$ cat src/rtl/bseq_pkg.sv
package bseq_pkg;

   typedef enum logic [1:0] {
      PH_IDLE = 2'd0,
      PH_CAPT = 2'd1,
      PH_READ = 2'd2
   } phase_e;

   // index width that can hold 0..n-1, never less than one bit
   function automatic int idx_w(input int n);
      if (n <= 1) return 1;
      return $clog2(n);
   endfunction

endpackage

$ cat src/rtl/bseq_tick.sv
module bseq_tick #(
   parameter int W = 16
) (
   input  logic         clk_i,
   input  logic         rst_ni,
   input  logic         run_i,
   input  logic [W-1:0] div_i,
   output logic         last_o,
   output logic         pre_o
);

   localparam logic [W-1:0] ONE = W'(1);
   localparam logic [W-1:0] TWO = W'(2);

   if (W < 2) begin : g_bad_w
      $error("bseq_tick: W must be at least 2");
   end

   logic [W-1:0] cnt_q;

   assign last_o = run_i && (cnt_q == div_i - ONE);
   assign pre_o  = run_i && (cnt_q == div_i - TWO);

   always_ff @(posedge clk_i or negedge rst_ni) begin
      if (!rst_ni)              cnt_q <= '0;
      else if (!run_i || last_o) cnt_q <= '0;
      else                      cnt_q <= cnt_q + ONE;
   end

   // the divider handed in by the controller is clamped, so the count stays below it
   a_r11_cnt_below_div: assert property (@(posedge clk_i) disable iff (!rst_ni)
      run_i |-> (cnt_q < div_i));

endmodule

$ cat src/rtl/bseq_walk.sv
module bseq_walk
   import bseq_pkg::*;
#(
   parameter int ROWS  = 16,
   parameter int DEPTH = 5,
   localparam int SLW  = idx_w(DEPTH + 1),
   localparam int RW   = idx_w(ROWS)
) (
   input  logic           clk_i,
   input  logic           rst_ni,
   input  logic           clr_i,
   input  logic           step_i,
   output logic [SLW-1:0] slot_o,
   output logic [RW-1:0]  row_o,
   output logic           end_o
);

   localparam logic [SLW-1:0] SLOT_LAST = SLW'(DEPTH);
   localparam logic [RW-1:0]  ROW_LAST  = RW'(ROWS - 1);

   logic [SLW-1:0] slot_q;
   logic [RW-1:0]  row_q;

   assign slot_o = slot_q;
   assign row_o  = row_q;
   assign end_o  = (slot_q == SLOT_LAST) && (row_q == ROW_LAST);

   always_ff @(posedge clk_i or negedge rst_ni) begin
      if (!rst_ni) begin
         slot_q <= '0;
         row_q  <= '0;
      end else if (clr_i) begin
         slot_q <= '0;
         row_q  <= '0;
      end else if (step_i) begin
         if (slot_q == SLOT_LAST) begin
            slot_q <= '0;
            row_q  <= (row_q == ROW_LAST) ? '0 : row_q + RW'(1);
         end else begin
            slot_q <= slot_q + SLW'(1);
         end
      end
   end

   // slot index never passes the last sample slot
   a_r8_slot_bound: assert property (@(posedge clk_i) disable iff (!rst_ni)
      slot_q <= SLOT_LAST);

   // leaving a row moves to the next higher row
   a_r5_row_ascends: assert property (@(posedge clk_i) disable iff (!rst_ni)
      (step_i && !clr_i && slot_q == SLOT_LAST && !end_o) |=> (row_q == $past(row_q) + RW'(1)));

endmodule

$ cat src/rtl/bseq_rowdec.sv
module bseq_rowdec #(
   parameter int ROWS = 16,
   parameter int RW   = 4
) (
   input  logic            en_i,
   input  logic [RW-1:0]   row_i,
   output logic [ROWS-1:0] sel_o
);

   if (ROWS > (1 << RW)) begin : g_bad_rw
      $error("bseq_rowdec: RW too narrow for ROWS");
   end

   for (genvar i = 0; i < ROWS; i++) begin : g_line
      assign sel_o[i] = en_i && (row_i == RW'(i));
   end

endmodule

$ cat src/rtl/burst_seq.sv
module burst_seq
   import bseq_pkg::*;
#(
   parameter int ROWS   = 16,
   parameter int DEPTH  = 5,
   parameter int CAP_DW = 16,
   parameter int RD_DW  = 8,
   localparam int RW    = idx_w(ROWS),
   localparam int SW    = idx_w(DEPTH)
) (
   input  logic              clk_i,
   input  logic              rst_ni,
   input  logic              trig_i,
   input  logic [CAP_DW-1:0] cap_div_i,
   input  logic [RD_DW-1:0]  rd_div_i,
   output logic              pg_o,
   output logic [ROWS-1:0]   rowsel_o,
   output logic              rg_o,
   output logic              conv_o,
   output logic              shift_o,
   output logic              smp_vld_o,
   output logic [RW-1:0]     row_o,
   output logic [SW-1:0]     smp_o,
   output logic              done_o,
   output logic              busy_o,
   output logic              ovr_o
);

   localparam int DW  = (CAP_DW > RD_DW) ? CAP_DW : RD_DW;
   localparam int SLW = idx_w(DEPTH + 1);
   localparam int CNW = idx_w(DEPTH);
   localparam logic [CNW-1:0] CAPN_LAST = CNW'(DEPTH - 1);

   if (ROWS < 1)   begin : g_bad_rows  $error("burst_seq: ROWS must be >= 1");  end
   if (DEPTH < 1)  begin : g_bad_depth $error("burst_seq: DEPTH must be >= 1"); end
   if (CAP_DW < 2) begin : g_bad_cdw   $error("burst_seq: CAP_DW must be >= 2"); end
   if (RD_DW < 2)  begin : g_bad_rdw   $error("burst_seq: RD_DW must be >= 2"); end

   phase_e         ph_q;
   logic [DW-1:0]  cd_q, rd_q, div_sel;
   logic [CNW-1:0] capn_q;
   logic           done_q, ovr_q;
   logic           tick_last, tick_pre;
   logic [SLW-1:0] slot;
   logic [RW-1:0]  row;
   logic           walk_end;
   logic           in_read, in_capt;

   assign in_read = (ph_q == PH_READ);
   assign in_capt = (ph_q == PH_CAPT);
   assign div_sel = in_capt ? cd_q : rd_q;

   bseq_tick #(.W(DW)) u_tick (
      .clk_i  (clk_i),
      .rst_ni (rst_ni),
      .run_i  (ph_q != PH_IDLE),
      .div_i  (div_sel),
      .last_o (tick_last),
      .pre_o  (tick_pre)
   );

   bseq_walk #(.ROWS(ROWS), .DEPTH(DEPTH)) u_walk (
      .clk_i  (clk_i),
      .rst_ni (rst_ni),
      .clr_i  (!in_read),
      .step_i (in_read && tick_last),
      .slot_o (slot),
      .row_o  (row),
      .end_o  (walk_end)
   );

   bseq_rowdec #(.ROWS(ROWS), .RW(RW)) u_rowdec (
      .en_i  (in_read),
      .row_i (row),
      .sel_o (rowsel_o)
   );

   always_ff @(posedge clk_i or negedge rst_ni) begin
      if (!rst_ni) begin
         ph_q   <= PH_IDLE;
         cd_q   <= DW'(2);
         rd_q   <= DW'(2);
         capn_q <= '0;
         done_q <= 1'b0;
         ovr_q  <= 1'b0;
      end else begin
         done_q <= 1'b0;
         unique case (ph_q)
            PH_IDLE: begin
               if (trig_i) begin
                  ph_q   <= PH_CAPT;
                  capn_q <= '0;
                  cd_q   <= (cap_div_i < CAP_DW'(2)) ? DW'(2) : DW'(cap_div_i);
                  rd_q   <= (rd_div_i < RD_DW'(2))   ? DW'(2) : DW'(rd_div_i);
               end
            end
            PH_CAPT: begin
               if (tick_last) begin
                  if (capn_q == CAPN_LAST) ph_q <= PH_READ;
                  else                     capn_q <= capn_q + CNW'(1);
               end
            end
            PH_READ: begin
               if (tick_last && walk_end) begin
                  ph_q   <= PH_IDLE;
                  done_q <= 1'b1;
               end
            end
            default: ph_q <= PH_IDLE;
         endcase
         if (trig_i && ph_q != PH_IDLE) ovr_q <= 1'b1;
      end
   end

   assign pg_o      = in_capt && tick_last;
   assign rg_o      = in_read && tick_last && (slot == '0);
   assign conv_o    = in_read && tick_pre && (slot != '0);
   assign shift_o   = in_read && tick_last && (slot != '0);
   assign smp_vld_o = conv_o;
   assign row_o     = row;
   assign smp_o     = (slot != '0) ? SW'(slot - SLW'(1)) : '0;
   assign done_o    = done_q;
   assign busy_o    = (ph_q != PH_IDLE);
   assign ovr_o     = ovr_q;

   // nothing of the readout runs while charge is being captured
   a_r4_quiet_capture: assert property (@(posedge clk_i) disable iff (!rst_ni)
      in_capt |-> (rowsel_o == '0 && !conv_o && !rg_o && !shift_o));

   // never more than one row selected
   a_r5_rowsel_onehot: assert property (@(posedge clk_i) disable iff (!rst_ni)
      $onehot0(rowsel_o));

   // a shift follows every conversion, under the same row select
   a_r7_shift_after_conv: assert property (@(posedge clk_i) disable iff (!rst_ni)
      conv_o |=> shift_o);
   a_r7_row_held: assert property (@(posedge clk_i) disable iff (!rst_ni)
      conv_o |=> $stable(rowsel_o));

   // done comes right after the final shift, with the block idle
   a_r9_done_after_shift: assert property (@(posedge clk_i) disable iff (!rst_ni)
      done_o |-> ($past(shift_o) && !busy_o));

   // the overrun flag is sticky
   a_r10_ovr_sticky: assert property (@(posedge clk_i) disable iff (!rst_ni)
      ovr_o |=> ovr_o);

   // a late trigger does not cut a running burst short
   a_r10_trig_no_abort: assert property (@(posedge clk_i) disable iff (!rst_ni)
      (busy_o && trig_i && !(in_read && tick_last && walk_end)) |=> busy_o);

endmodule

$ cat config.mk
export PLATFORM = sky130hd
export DESIGN_NAME = burst_seq
export DESIGN_NICKNAME = d
export VERILOG_FILES = /design/src/rtl/bseq_pkg.sv /design/src/rtl/bseq_tick.sv /design/src/rtl/bseq_walk.sv /design/src/rtl/bseq_rowdec.sv /design/src/rtl/burst_seq.sv
export SDC_FILE = /design/constraint.sdc
export NUM_CORES = 1
export LEC_CHECK = 0
export ABC_AREA = 0
export BUFFER_PORTS_ARGS = -buffer_cell sky130_fd_sc_hd__buf_4
export CAP_MARGIN = 20
export CORE_MARGIN = 3
export CORE_UTILIZATION = 50
export CTS_BUF_LIST = sky130_fd_sc_hd__clkbuf_16
export DETAILED_ROUTE_END_ITERATION = 7
export GPL_TIMING_DRIVEN = 0
export HOLD_SLACK_MARGIN = 0.05
export PLACE_DENSITY_LB_ADDON = 0.2
export SLEW_MARGIN = 20
export SYNTH_ARGS = -nofsm -noshare
export SYNTH_HDL_FRONTEND = slang
export SYNTH_SLANG_ARGS = --single-unit
export TNS_END_PERCENT = 50
$ cat constraint.sdc
create_clock -name clk_i -period 4.9 [get_ports clk_i]
set_input_delay 0 -clock clk_i [delete_from_list [all_inputs] [get_ports clk_i]]
set_output_delay 0 -clock clk_i [all_outputs]
set_load 0.02 [all_outputs]
* Yosys cells after proc, flatten, opt, wreduce, memory -nomap -nowiden *
Index checks and enable logic that the tools add are counted.

storage, ports and cells
  input port bits = 27
  word-level logic and storage cells = 108
  register bits = 62

operators by class
  add/subtract/negate cells = 7
  equality and inequality tests = 28
  magnitude comparators = 2
  reductions and logical operators = 39
  multiplexer cells = 23

operators with widths
  cell                                                         number
  2-to-1 mux 16 bit                                            3
  equality test 16 bit                                         2
  equality test 4 bit, second input constant                   8
  logical AND 1 bit                                            27
  2-to-1 mux 3 bit                                             7
  adder 16 x 1 -> 16 bit, second input constant                1
  equality test 4 x 3 -> 1 bit, second input constant          4
  less-than comparator 16 x 2 -> 1 bit, second input constant  1
  2-to-1 mux 4 bit                                             4
  subtractor 16 x 1 -> 16 bit, second input constant           1
  subtractor 16 x 2 -> 16 bit, second input constant           1
  equality test 4 x 2 -> 1 bit, second input constant          2
  less-than comparator 8 x 2 -> 1 bit, second input constant   1
  2-to-1 mux 2 bit                                             4
  2-to-1 mux 8 bit                                             1
  != test 2 x 1 -> 1 bit, second input constant                4
  AND reduction 4 bit                                          2
  adder 3 x 1 -> 3 bit, second input constant                  2
  equality test 3 bit, second input constant                   2
  != test 2 bit, second input constant                         3
  one-hot mux 2 bit (3 select lines)                           1
  one-hot mux 3 bit (2 select lines)                           1
  adder 4 x 1 -> 4 bit, second input constant                  1
  equality test 4 x 1 -> 1 bit, second input constant          1
  12 further kinds                                             15

* Logic depth before layout (Yosys ltp) *
Gate-level depths: netlist of the first run.

  word-level depth = 8
  mapped depth = 15
  mapped depth without buffers = 11

* Cells and area by module *
From an unflattened synthesis of the first run, not the netlist that was laid out.

second synthesis, totals
  cell total of the unflattened synthesis = 450
  area total of the unflattened synthesis = 3698.5 um^2

by module, submodules not included
  module       area an instance (um^2)  cells an instance  instances
  bseq_tick    1676.6                   212                1
  burst_seq    1541.5                   175                1
  bseq_walk    362.8                    40                 1
  bseq_rowdec  117.6                    23                 1

* Worst setup path before layout of the first run *
No wires, ideal clock.

  path kind = register to register
  from = reg ph_q[1]
  to = reg capn_q[2]
  required time = 4.834 ns
  arrival = 3.807 ns
  stages on the path, launching flop included = 16
  setup slack = 1.027 ns
  clock period less this slack = 3.873 ns
  cell sequence = dfrtp_1 > and2b_4 > buf_6 > buf_6 > buf_2 > mux2i_1 > ha_1 > clkbuf_1 > nand4b_1 > a2111oi_0 > xnor2_1 > and3_1 > nand4_2 > buf_6 > or4_1 > nand2_1

on the way
  word-level cells in the longest chain between the ends = 7
  elaborated cells between the ends (all ways) = 13

ends and longest elaborated chain
  item                           RTL line                          RTL
  from (decl)                    burst_seq.sv:39                   phase_e ph_q;
  from (signal assigned)         burst_seq.sv:80                   ph_q <= PH_IDLE;
  from (signal assigned)         burst_seq.sv:91                   ph_q <= PH_CAPT;
  from (signal assigned)         burst_seq.sv:99                   if (capn_q == CAPN_LAST) ph_q <= PH_READ;
  equality test 2 x 1 -> 1 bit   burst_seq.sv:50, burst_seq.sv:88
  2-to-1 mux 16 bit              burst_seq.sv:51                   assign div_sel = in_capt ? cd_q : rd_q;
  subtractor 16 x 1 -> 16 bit    bseq_tick.sv:21                   assign last_o = run_i && (cnt_q == div_i - ONE);
  equality test 16 bit           bseq_tick.sv:21
  logical AND 1 bit              bseq_tick.sv:21
  != test 2 bit (no line)        --
  AND reduction 4 bit (no line)  --
  to (signal assigned)           burst_seq.sv:100                  else capn_q <= capn_q + CNW'(1);
  to (decl)                      burst_seq.sv:41                   logic [CNW-1:0] capn_q;

Parallel ways exist; a longest one is shown, timed or not.
A chain may end at the register's enable or synchronous reset.

* Worst setup path after layout of the first run *
  from = reg ph_q[1]
  to = out shift_o

on the way
  word-level cells in the longest chain between the ends = 7
  elaborated cells between the ends (all ways) = 9

ends and longest elaborated chain
  item                               RTL line          RTL
  equality test 2 x 1 -> 1 bit       burst_seq.sv:50   assign in_capt = (ph_q == PH_CAPT);
  2-to-1 mux 16 bit                  burst_seq.sv:51
  subtractor 16 x 1 -> 16 bit        bseq_tick.sv:21
  equality test 16 bit               bseq_tick.sv:21
  logical AND 1 bit                  bseq_tick.sv:21
  logical AND 1 bit * (2 in series)  burst_seq.sv:118  assign shift_o = in_read && tick_last && (slot != '0);
  to (decl)                          burst_seq.sv:20   output logic shift_o,

Mark *: on every way between the ends. The rest lies on a longest branch, timed or not.

==> metrics, run 1 <==
H-tree Lvls 2; cell taking the most area after synthesis dfrtp_1; CTS tree done; crit path max fanout 10; syn_area_per_cell 8.15 sq um; largest net degree at the start of global routing 55; root buf cell clkbuf_16; mux contribution to synthesized area 0.0490; Die Wd 96.6 um; Reg clk slew, reported paths 0.07 ns; CORE AREA 7850 sq um; die span in y 96.6 um; Startpoint Class register; Wirelength per Cell 16.3 um; Synth Area in Compound Gates 0.108; Fin. Hold Viols 0; vias in the first global route 3826; Synth top area share 0.317; Seq cells post-synth 54; Port Buf Inserts 57; share of post-route cells with drive strength above 1 0.160; status finished, final reports clean; WS Path Type register to output port; initial antenna violation count 0; period utilisation layout 0.947; Layout fillers 702; combinational family with the most area after synthesis simple AND/OR/NAND/NOR gates; Seq/Total Area, Yosys 0.330; drt first pass iters 5; final instance count without filler cells 696; Initial Utilization 0.523; Achievable Freq 216 MHz; Cell Count Post-Placement 663; Post-synth EDFFs 0; post-route ant nets 0; grt ovf 0; Design Power 1.71 mW; PD cells 334 nW/um^2; standard-cell rows 32; Critical Path RT 4.90 ns; FF-to-FF path depth 15; initial DRC count 256; Cell variety after synth 65; Tmin final 4.64 ns; Setup violations, final 0; Peak VDD IR 0.185 mV; fin nets 632; hold_ws 0.277 ns; WP data arrival 4.64 ns; MaxCap Viol Count 0; placed cell area 4660 sq um; Cell Area, Synth 4110 sq um; adder-cell share of the synthesized area 0.0335; Cells after Synth 504; actual slew at the worst max-slew pin 0.851 ns; first-pass GRT wire length 19000 um; Min-Delay Path Class input port to asynchronous set/reset pin; Finished Cell Area 5110 sq um; Ant. Diodes 0; DP Wirelength 8340 um; clock skew 0.00935 ns; mean number of vias per cell 5.72; unrepaired setup endpoints after global routing no; Worst setup EP type output port; clk_lat worst skew 0.30 ns; RePlAce Congestion 0.948; post-synthesis net count 542; CTS Buf Count 5; Synth area leaders dfrtp_1 32%, nand2_1 9.0%, xnor2_1 4.9%; GRT Util Overall 0.245; Slew HR 0.433; P&R area growth vs syn 24.4%; Most used DFF post-synth dfrtp_1; pre-CTS setup slack -0.179 ns; # IOs 58; clk sinks 54; Simple-Gate Fraction of Synth Area 0.323; drt drc 0; leakage 2.34 nW; post-synthesis xor/xnor area fraction 0.112; DIE AREA 9340 sq um; pins over their slew limit 0; postcts setup bufs 0; Synth Warn # 0; Async S/R FF share, synth 1.00; vias 3980; fin worst setup slack 0.261 ns; Total Wirelength 11300 um; clk buf depth 2
power breakdown:
group	switching, mW	internal, mW	leakage, nW
logic	0.389	0.312	1.56
clock network	0.163	0.239	0.0799
registers	0.0853	0.518	0.697
total	0.637	1.07	2.34
area by class of cell:
type / count / area (sq um) / area share
flip-flops and latches: 54 / 1350 / 0.265
plain buffers: 29 / 143 / 0.0279
clock inverters: 2 / 38.8 / 0.00759
multi-input cells: 410 / 2590 / 0.507
well taps: 102 / 128 / 0.0250
clock buffers: 5 / 125 / 0.0245
inverters: 11 / 41.3 / 0.00808
repair buffers: 83 / 688 / 0.135
sequential cells by signal, summed over array words and instances, names as in the netlist:
register       count
capn_q             3
cd_q              16
done_o             1
ovr_o              1
ph_q               2
rd_q               8
u_tick.cnt_q      16
u_walk.row_o       4
u_walk.slot_o      3
cells in the final DEF, fill, tap and decap left out, drive strengths merged, types with 3 or more instances in the layout:
cell / instances
nand4b: 5
dfrtp: 52
o21ai: 16
inv: 11
clkbuf: 22
nor4: 10
or4: 5
xnor2: 25
xor2: 23
a31oi: 6
o31ai: 4
a21oi: 12
nor4b: 3
nor3: 14
nor2: 52
o211ai: 4
dlygate4sd3: 26
and3: 10
a32oi: 3
mux2i: 15
nand3: 22
or3: 3
ha: 11
nand2: 98
and2: 17
buf: 69
nand2b: 3
nand4: 10
nand3b: 4
a21o: 3
nor2b: 3
worst max-delay path, stage by stage (launching register included):
cell	delay [ns]
dfrtp_1	0.48
and2b_4	0.35
buf_6	0.18
buf_6	0.16
buf_2	0.25
mux2i_2	0.35
ha_1	0.24
clkbuf_2	0.25
nand4b_1	0.19
o32a_1	0.22
nor2_1	0.25
mux2i_4	0.46
nand4_1	0.17
nand3b_1	0.33
nor3_1	0.27
buf_4	0.18
worst paths after layout:
| path | start | end | slack (ns) |
|---|---|---|---|
| max | ph_q[1]$_DFFE_PN0P_ | shift_o | 0.26 |
| max reg2reg | ph_q[1]$_DFFE_PN0P_ | capn_q[2]$_DFFE_PN0P_ | 0.38 |
| max in group asynchronous | rst_ni | cd_q[8]$_DFFE_PN0P_ | 4.16 |
| min reg2reg | ovr_o$_DFFE_PN0P_ | ovr_o$_DFFE_PN0P_ | 0.49 |
| min | rst_ni | u_tick.cnt_q[11]$_DFF_PN0_ | 0.28 |
| min in group clk_i | rd_div_i[7] | rd_q[7]$_DFFE_PN0P_ | 0.44 |
kinds of logic after synthesis:
group	count (synthesis)
AO/OA/AOI/OAI	66
XOR/XNOR	49
adder cells (fa/ha/maj)	11
buffers and inverters	40
flip-flops	54
multiplexers	17
AND/OR/NAND/NOR	267
Yosys cell counts (all sizes together), types with 6 or more instances:
library cell   n
buf           12
and2          17
nand3         22
inv           11
a31oi          6
nand2         98
o21ai         16
dfrtp         52
clkbuf        17
nor3          14
and3          10
mux2i         15
xnor2         25
nand4         10
nor4          10
nor2          52
a21oi         12
xor2          23
ha            11
routing by layer:
metal | global-route usage | share of wire
met2 | 0.402 | 0.48
met1 | 0.349 | 0.46
met4 | 0.0562 | 0.011
met3 | 0.0274 | 0.047
met5 | 0 | 0
timing repair:
item	4_1_cts	5_1_grt
hold endpoints to repair	78	0
resized for setup	3	4
hold buffers	26	0
setup endpoints to repair	13	23
stage by stage:
| step | setup TNS, ns | util |
|---|---|---|
| after floorplan | 0 | - |
| after global placement | -1.64 | 0.594 |
| after detailed placement | -1.64 | 0.594 |
| after CTS | 0 | 0.650 |
| after global routing | 0 | 0.651 |
| final | 0 | 0.651 |
No activity file was read; power rests on OpenSTA's default activity.
==> inputs of run 2 (changes only) <==
--- a/config.mk
+++ b/config.mk
@@ -8,8 +8,10 @@
 export ABC_AREA = 0
 export BUFFER_PORTS_ARGS = -buffer_cell sky130_fd_sc_hd__buf_4
 export CAP_MARGIN = 20
+export CELL_PAD_IN_SITES_DETAIL_PLACEMENT = 1
+export CELL_PAD_IN_SITES_GLOBAL_PLACEMENT = 1
 export CORE_MARGIN = 3
-export CORE_UTILIZATION = 50
+export CORE_UTILIZATION = 43
 export CTS_BUF_LIST = sky130_fd_sc_hd__clkbuf_16
 export DETAILED_ROUTE_END_ITERATION = 7
 export GPL_TIMING_DRIVEN = 0
==> metrics, run 2 (synthesis gave the netlist of run 1 again) <==
status finished, final reports clean; vias 4039 (+1.5%); grt ovf 0 (unchanged); initial DRC count 248 (-3.1%); standard-cell rows 35 (+9.4%); clock skew 0.00537 ns (-0.00398 ns); most common cell after layout, fill and taps aside nand2_1; leakage 2.34 nW (about the same); Critical Path RT 4.90 ns (about the same); unrepaired setup endpoints after global routing no; DIE AREA 10800 sq um (+15%); most frequent cells in the layout 98 x nand2_1, 58 x buf_4, 52 x nor2_1, 52 x dfrtp_1, 26 x dlygate4sd3_1; pre-CTS setup slack -0.113 ns (+0.0663 ns); Achievable Freq 213 MHz (-1.4%); Clk pwr share 0.236 (about the same); GRT Util Overall 0.251 (+0.00649); fin nets 632 (unchanged); Slew HR 0.352 (-0.0809); setup TNS 0 ns (unchanged); Ant. Diodes 0 (unchanged); hold_ws 0.281 ns (+0.00392 ns); clk buf depth 2 (unchanged); MaxCap Viol Count 0 (unchanged); # IOs 58 (unchanged); internal power 1.07 mW (about the same); Flop pwr share 0.351 (-0.002); mean number of vias per cell 5.58 (-2.4%); CTS Buf Count 5 (unchanged); CP delay by family, top simple AND/OR/NAND/NOR gates; die span in y 104 um (+7.3%); vias in the first global route 4343 (+14%); fin worst setup slack 0.196 ns (-0.0657 ns); root buf cell clkbuf_16; WS Path Type register to output port; post-route ant nets 0 (unchanged); Fin. Hold Viols 0 (unchanged); crit path max fanout 10 (unchanged); P&R area growth vs syn 25.3%; first-pass GRT wire length 22200 um (+17%); CP most frequent cell buf_6; Tmin final 4.70 ns (+0.0657 ns); drt first pass iters 4 (-1); largest registers cd_q x16, u_tick.cnt_q x16, rd_q x8; Wirelength per Cell 18.1 um (+11%); Peak VDD IR 0.204 mV (+11%); PD cells 337 nW/um^2 (+0.84%); sw frac 0.383 (+0.00938); max incr delay on CP 0.50 ns (+0.02 ns); period utilisation layout 0.960 (+0.0134); Startpoint Class register; Setup violations, final 0 (unchanged); Worst setup EP type output port; actual slew at the worst max-slew pin 0.972 ns (+0.121 ns); postcts setup bufs 0 (unchanged); RePlAce Congestion 0.858 (-9.5%); CP bufs+invs 4 (-1); CP cell instances and2b_4, buf_6, buf_6, buf_2, mux2i_1, ha_1, nor2b_1, nand2_1, o32a_1, nor2_1, mux2i_4, nand4_1, nand3b_1, nor3_1, buf_4; Logic pwr share 0.413 (+0.002); Min-Delay Path Class input port to asynchronous set/reset pin; DP Wirelength 9710 um (+16%); Port Buf Inserts 57 (unchanged); Reg clk slew, reported paths 0.07 ns (about the same); switching pwr 0.664 mW (+4.1%); slowest cell on the critical path dfrtp_1; fin util 0.554 (-0.0968); clk_lat worst skew 0.30 ns (about the same); Total Wirelength 13100 um (+16%); share of post-route cells with drive strength above 1 0.160 (-0.000269); WP data arrival 4.70 ns (+0.06 ns); drt drc 0 (unchanged); H-tree Lvls 2 (unchanged); Initial Utilization 0.442 (-0.0810); Die Wd 104 um (+7.3%); CTS tree done; pins over their slew limit 0 (unchanged); initial antenna violation count 0 (unchanged); clk sinks 54 (unchanged); largest net degree at the start of global routing 55 (unchanged); CORE AREA 9280 sq um (+18%)
## run 2: cell count changes in the layout (fill, tap and decap cells not counted), sizes merged
cell,change
clkinv,-1
clkinvlp,+2
## run 2: layout make-up
class / count / area (sq um)
repair buffers: 83 / 688
well taps: 129 / 161
flip-flops and latches: 54 / 1350
clock inverters: 3 / 45.0
inverters: 11 / 41.3
plain buffers: 29 / 143
multi-input cells: 410 / 2590
fillers: 1160 / 4140
clock buffers: 5 / 125
## run 2: worst reg2reg max path: cells and delay by family, from the launching register on
family	cells	cell delay [ns]
multiplexers	1	0.42
XOR/XNOR	1	0.18
buffers and inverters	5	1.06
AND/OR/NAND/NOR	6	1.54
AO/OA/AOI/OAI	1	0.51
adder cells (fa/ha/maj)	1	0.23
flip-flops	1	0.50
## run 2: per-layer routing
layer / up-vias / wire length (um) / share of wire / GRT usage
met5: - / 0 / 0 / 0
met4: 0 / 177 / 0.014 / 0.0636
met3: 17 / 456 / 0.035 / 0.0380
met2: 73 / 6590 / 0.50 / 0.439
met1: 2016 / 5880 / 0.45 / 0.327
li1: 1933 / - / - / -
## run 2: per-stage QoR
step           cell area, sq um  std cells  power [mW]
2_1_floorplan              4110        504        1.11
3_3_place_gp               4700        690        1.26
3_5_place_dp               4700        690        1.29
4_1_cts                    5130        724        1.73
5_1_grt                    5150        724        1.85
6_report                   5150        724        1.73
## run 2: worst paths after layout
| kind | startpoint | endpoint | slack, ns | depth (start not counted) |
|---|---|---|---|---|
| setup / recovery | ph_q[1]$_DFFE_PN0P_ | shift_o | 0.20 | 15 |
| hold / removal | rst_ni | u_tick.cnt_q[9]$_DFF_PN0_ | 0.28 | 2 |
| setup reg to reg | ph_q[1]$_DFFE_PN0P_ | capn_q[2]$_DFFE_PN0P_ | 0.39 | 15 |
| hold reg to reg | cd_q[15]$_DFFE_PN0P_ | cd_q[15]$_DFFE_PN0P_ | 0.51 | 2 |
| max in group asynchronous | rst_ni | cd_q[8]$_DFFE_PN0P_ | 4.12 | 2 |
| min in group clk_i | cap_div_i[3] | cd_q[3]$_DFFE_PN0P_ | 0.46 | 4 |
## run 2: power by group through the flow
stage | logic (mW) | registers [mW] | clock network, mW
2_1_floorplan | 0.523 | 0.584 | 0
3_3_place_gp | 0.651 | 0.608 | 0
3_5_place_dp | 0.676 | 0.612 | 0
4_1_cts | 0.704 | 0.607 | 0.420
5_1_grt | 0.797 | 0.618 | 0.436
6_report | 0.715 | 0.609 | 0.410
## run 2: what timing repair did
action                                 in CTS  in global routing
gates resized for setup                     1                  5
setup endpoints to repair                  13                 22
hold buffers                               26                  0
pin swaps                                   0                  0
endpoints found under the hold margin      78                  0
==> inputs of run 3 (changes only) <==
--- a/config.mk
+++ b/config.mk
@@ -10,6 +10,7 @@
 export CAP_MARGIN = 20
 export CELL_PAD_IN_SITES_DETAIL_PLACEMENT = 1
 export CELL_PAD_IN_SITES_GLOBAL_PLACEMENT = 1
+export CORE_ASPECT_RATIO = 0.6
 export CORE_MARGIN = 3
 export CORE_UTILIZATION = 43
 export CTS_BUF_LIST = sky130_fd_sc_hd__clkbuf_16
==> metrics, run 3 (synthesis gave the netlist of run 1 again) <==
FF-to-FF path depth 15 (unchanged); period utilisation layout 0.951 (-0.00947); WP data arrival 4.66 ns (-0.04 ns); postcts setup bufs 0 (unchanged); pre-CTS setup slack -0.140 ns (-0.0275 ns); most frequent cells in the layout 98 x nand2_1, 58 x buf_4, 52 x nor2_1, 52 x dfrtp_1, 27 x dlygate4sd3_1; fin worst setup slack 0.242 ns (+0.0464 ns); Layout fillers 1070 (-7.8%); DIE AREA 10800 sq um (+0.35%); DP Wirelength 10400 um (+6.9%); clk sinks 54 (unchanged); Total Wirelength 14300 um (+9.2%); CORE AREA 8880 sq um (-4.3%); Worst R2R Start ph_q[1]$_DFFE_PN0P_; MaxCap Viol Count 0 (unchanged); most common cell after layout, fill and taps aside nand2_1; P&R area growth vs syn 25.3% (about the same); initial DRC count 291 (+17%); drt first pass iters 5 (+1); fin nets 633 (+0.16%); unrepaired setup endpoints after global routing no; Die Wd 132 um (+27%); Achievable Freq 215 MHz (+1.0%); leakage 2.35 nW (+0.40%); pins over their slew limit 0 (unchanged); RePlAce Congestion 0.933 (+8.8%); CTS Buf Count 5 (unchanged); crit path max fanout 10 (unchanged); standard-cell rows 26 (-26%); grt ovf 0 (unchanged); largest net degree at the start of global routing 55 (unchanged); die span in y 81.7 um (-21%); CTS tree done; drt drc 0 (unchanged); WS Path Type register to output port; Tmin final 4.66 ns (-0.0464 ns); # IOs 58 (unchanged); Slew HR 0.476 (+0.124); Setup violations, final 0 (unchanged); clk buf depth 2 (unchanged); PD cells 339 nW/um^2 (+0.71%); reg-to-reg setup timing slack 0.35 ns (-0.04 ns); final instance count without filler cells 722 (-0.28%); Fin. Hold Viols 0 (unchanged); Startpoint Class register; Min-Delay Path Class input port to asynchronous set/reset pin; root buf cell clkbuf_16; initial antenna violation count 0 (unchanged); share of post-route cells with drive strength above 1 0.158 (-0.00195); status finished, final reports clean; Worst setup EP type output port; Reg clk slew, reported paths 0.07 ns (about the same); largest registers cd_q x16, u_tick.cnt_q x16, rd_q x8; clock skew 0.00701 ns (+0.00165 ns); post-route ant nets 0 (unchanged); Port Buf Inserts 57 (unchanged); worst r2r dst capn_q[2]$_DFFE_PN0P_; Critical Path RT 4.90 ns (about the same); clk_lat worst skew 0.30 ns (about the same); Peak VDD IR 0.162 mV (-21%); GRT Util Overall 0.269 (+0.0176); Ant. Diodes 0 (unchanged); Wirelength per Cell 19.8 um (+9.5%); vias 4191 (+3.8%); actual slew at the worst max-slew pin 0.786 ns (-0.186 ns); vias in the first global route 4235 (-2.5%); H-tree Lvls 2 (unchanged); first-pass GRT wire length 23000 um (+3.4%); Initial Utilization 0.463 (+0.0201); Cell Count Post-Placement 687 (-0.43%); mean number of vias per cell 5.80 (+4.1%)
[run 3: through the flow]
stage	cell area (sq um)	utilization	setup TNS, ns	hold slack (ns)	total power, mW
finish	5150	0.580	0	0.277	1.75
global route	5150	0.580	0	0.351	1.86
CTS	5130	0.578	0	0.330	1.73
detailed placement	4690	0.528	-1.29	0.104	1.30
global placement	4690	0.528	-0.320	0.0807	1.26
floorplan	4110	-	0	-0.296	1.11
[run 3: layout make-up]
cell class | count | area, sq um | share of cell area
buffer | 29 | 143 | 0.0277
tap | 126 | 158 | 0.0306
inverter | 11 | 41.3 | 0.00802
clock inverter | 3 | 37.5 | 0.00729
sequential | 54 | 1350 | 0.263
clock buffer | 5 | 125 | 0.0243
multi-input combinational | 410 | 2590 | 0.503
timing repair buffer | 84 | 698 | 0.136
[run 3: worst max-delay path by stage]
| stage | from | endpoint | cells after the start |
|---|---|---|---|
| 2_1_floorplan | ph_q[1]$_DFFE_PN0P_ | capn_q[2]$_DFFE_PN0P_ | 15 |
| 3_3_place_gp | ph_q[1]$_DFFE_PN0P_ | u_tick.cnt_q[9]$_DFF_PN0_ | 15 |
| 3_5_place_dp | ph_q[1]$_DFFE_PN0P_ | u_tick.cnt_q[11]$_DFF_PN0_ | 15 |
| 4_1_cts | ph_q[1]$_DFFE_PN0P_ | u_tick.cnt_q[11]$_DFF_PN0_ | 15 |
| 5_1_grt | ph_q[1]$_DFFE_PN0P_ | rg_o | 15 |
| 6_report | ph_q[1]$_DFFE_PN0P_ | rg_o | 15 |
[run 3: metal layers]
metal	global-route usage	part of all wire
met5	0	0
met4	0.0477	0.0086
met3	0.0551	0.070
met2	0.418	0.44
met1	0.394	0.48
[run 3: critical path, stage by stage, from the launching register on]
cell and delay [ns]:
dfrtp_1 0.50, and2b_4 0.36, buf_6 0.19, buf_6 0.17, buf_2 0.27, mux2i_2 0.35
ha_1 0.24, clkbuf_2 0.25, nand4b_1 0.19, o32a_1 0.23, nor2_1 0.27, mux2i_4 0.46
nand4_1 0.13, nand3b_1 0.31, nor3_1 0.25, buf_4 0.17
[run 3: power breakdown]
group / internal [mW] / total [mW] / switching (mW)
Clock: 0.238 / 0.400 / 0.163
Combinational: 0.314 / 0.733 / 0.420
Sequential: 0.518 / 0.613 / 0.0944
[run 3: repair_timing]
action | in CTS | in global routing
gates cloned | 0 | 0
hold buffers | 27 | 0
endpoints found under the hold margin | 78 | 0
setup endpoints to repair | 13 | 27
resized for setup | 1 | 5
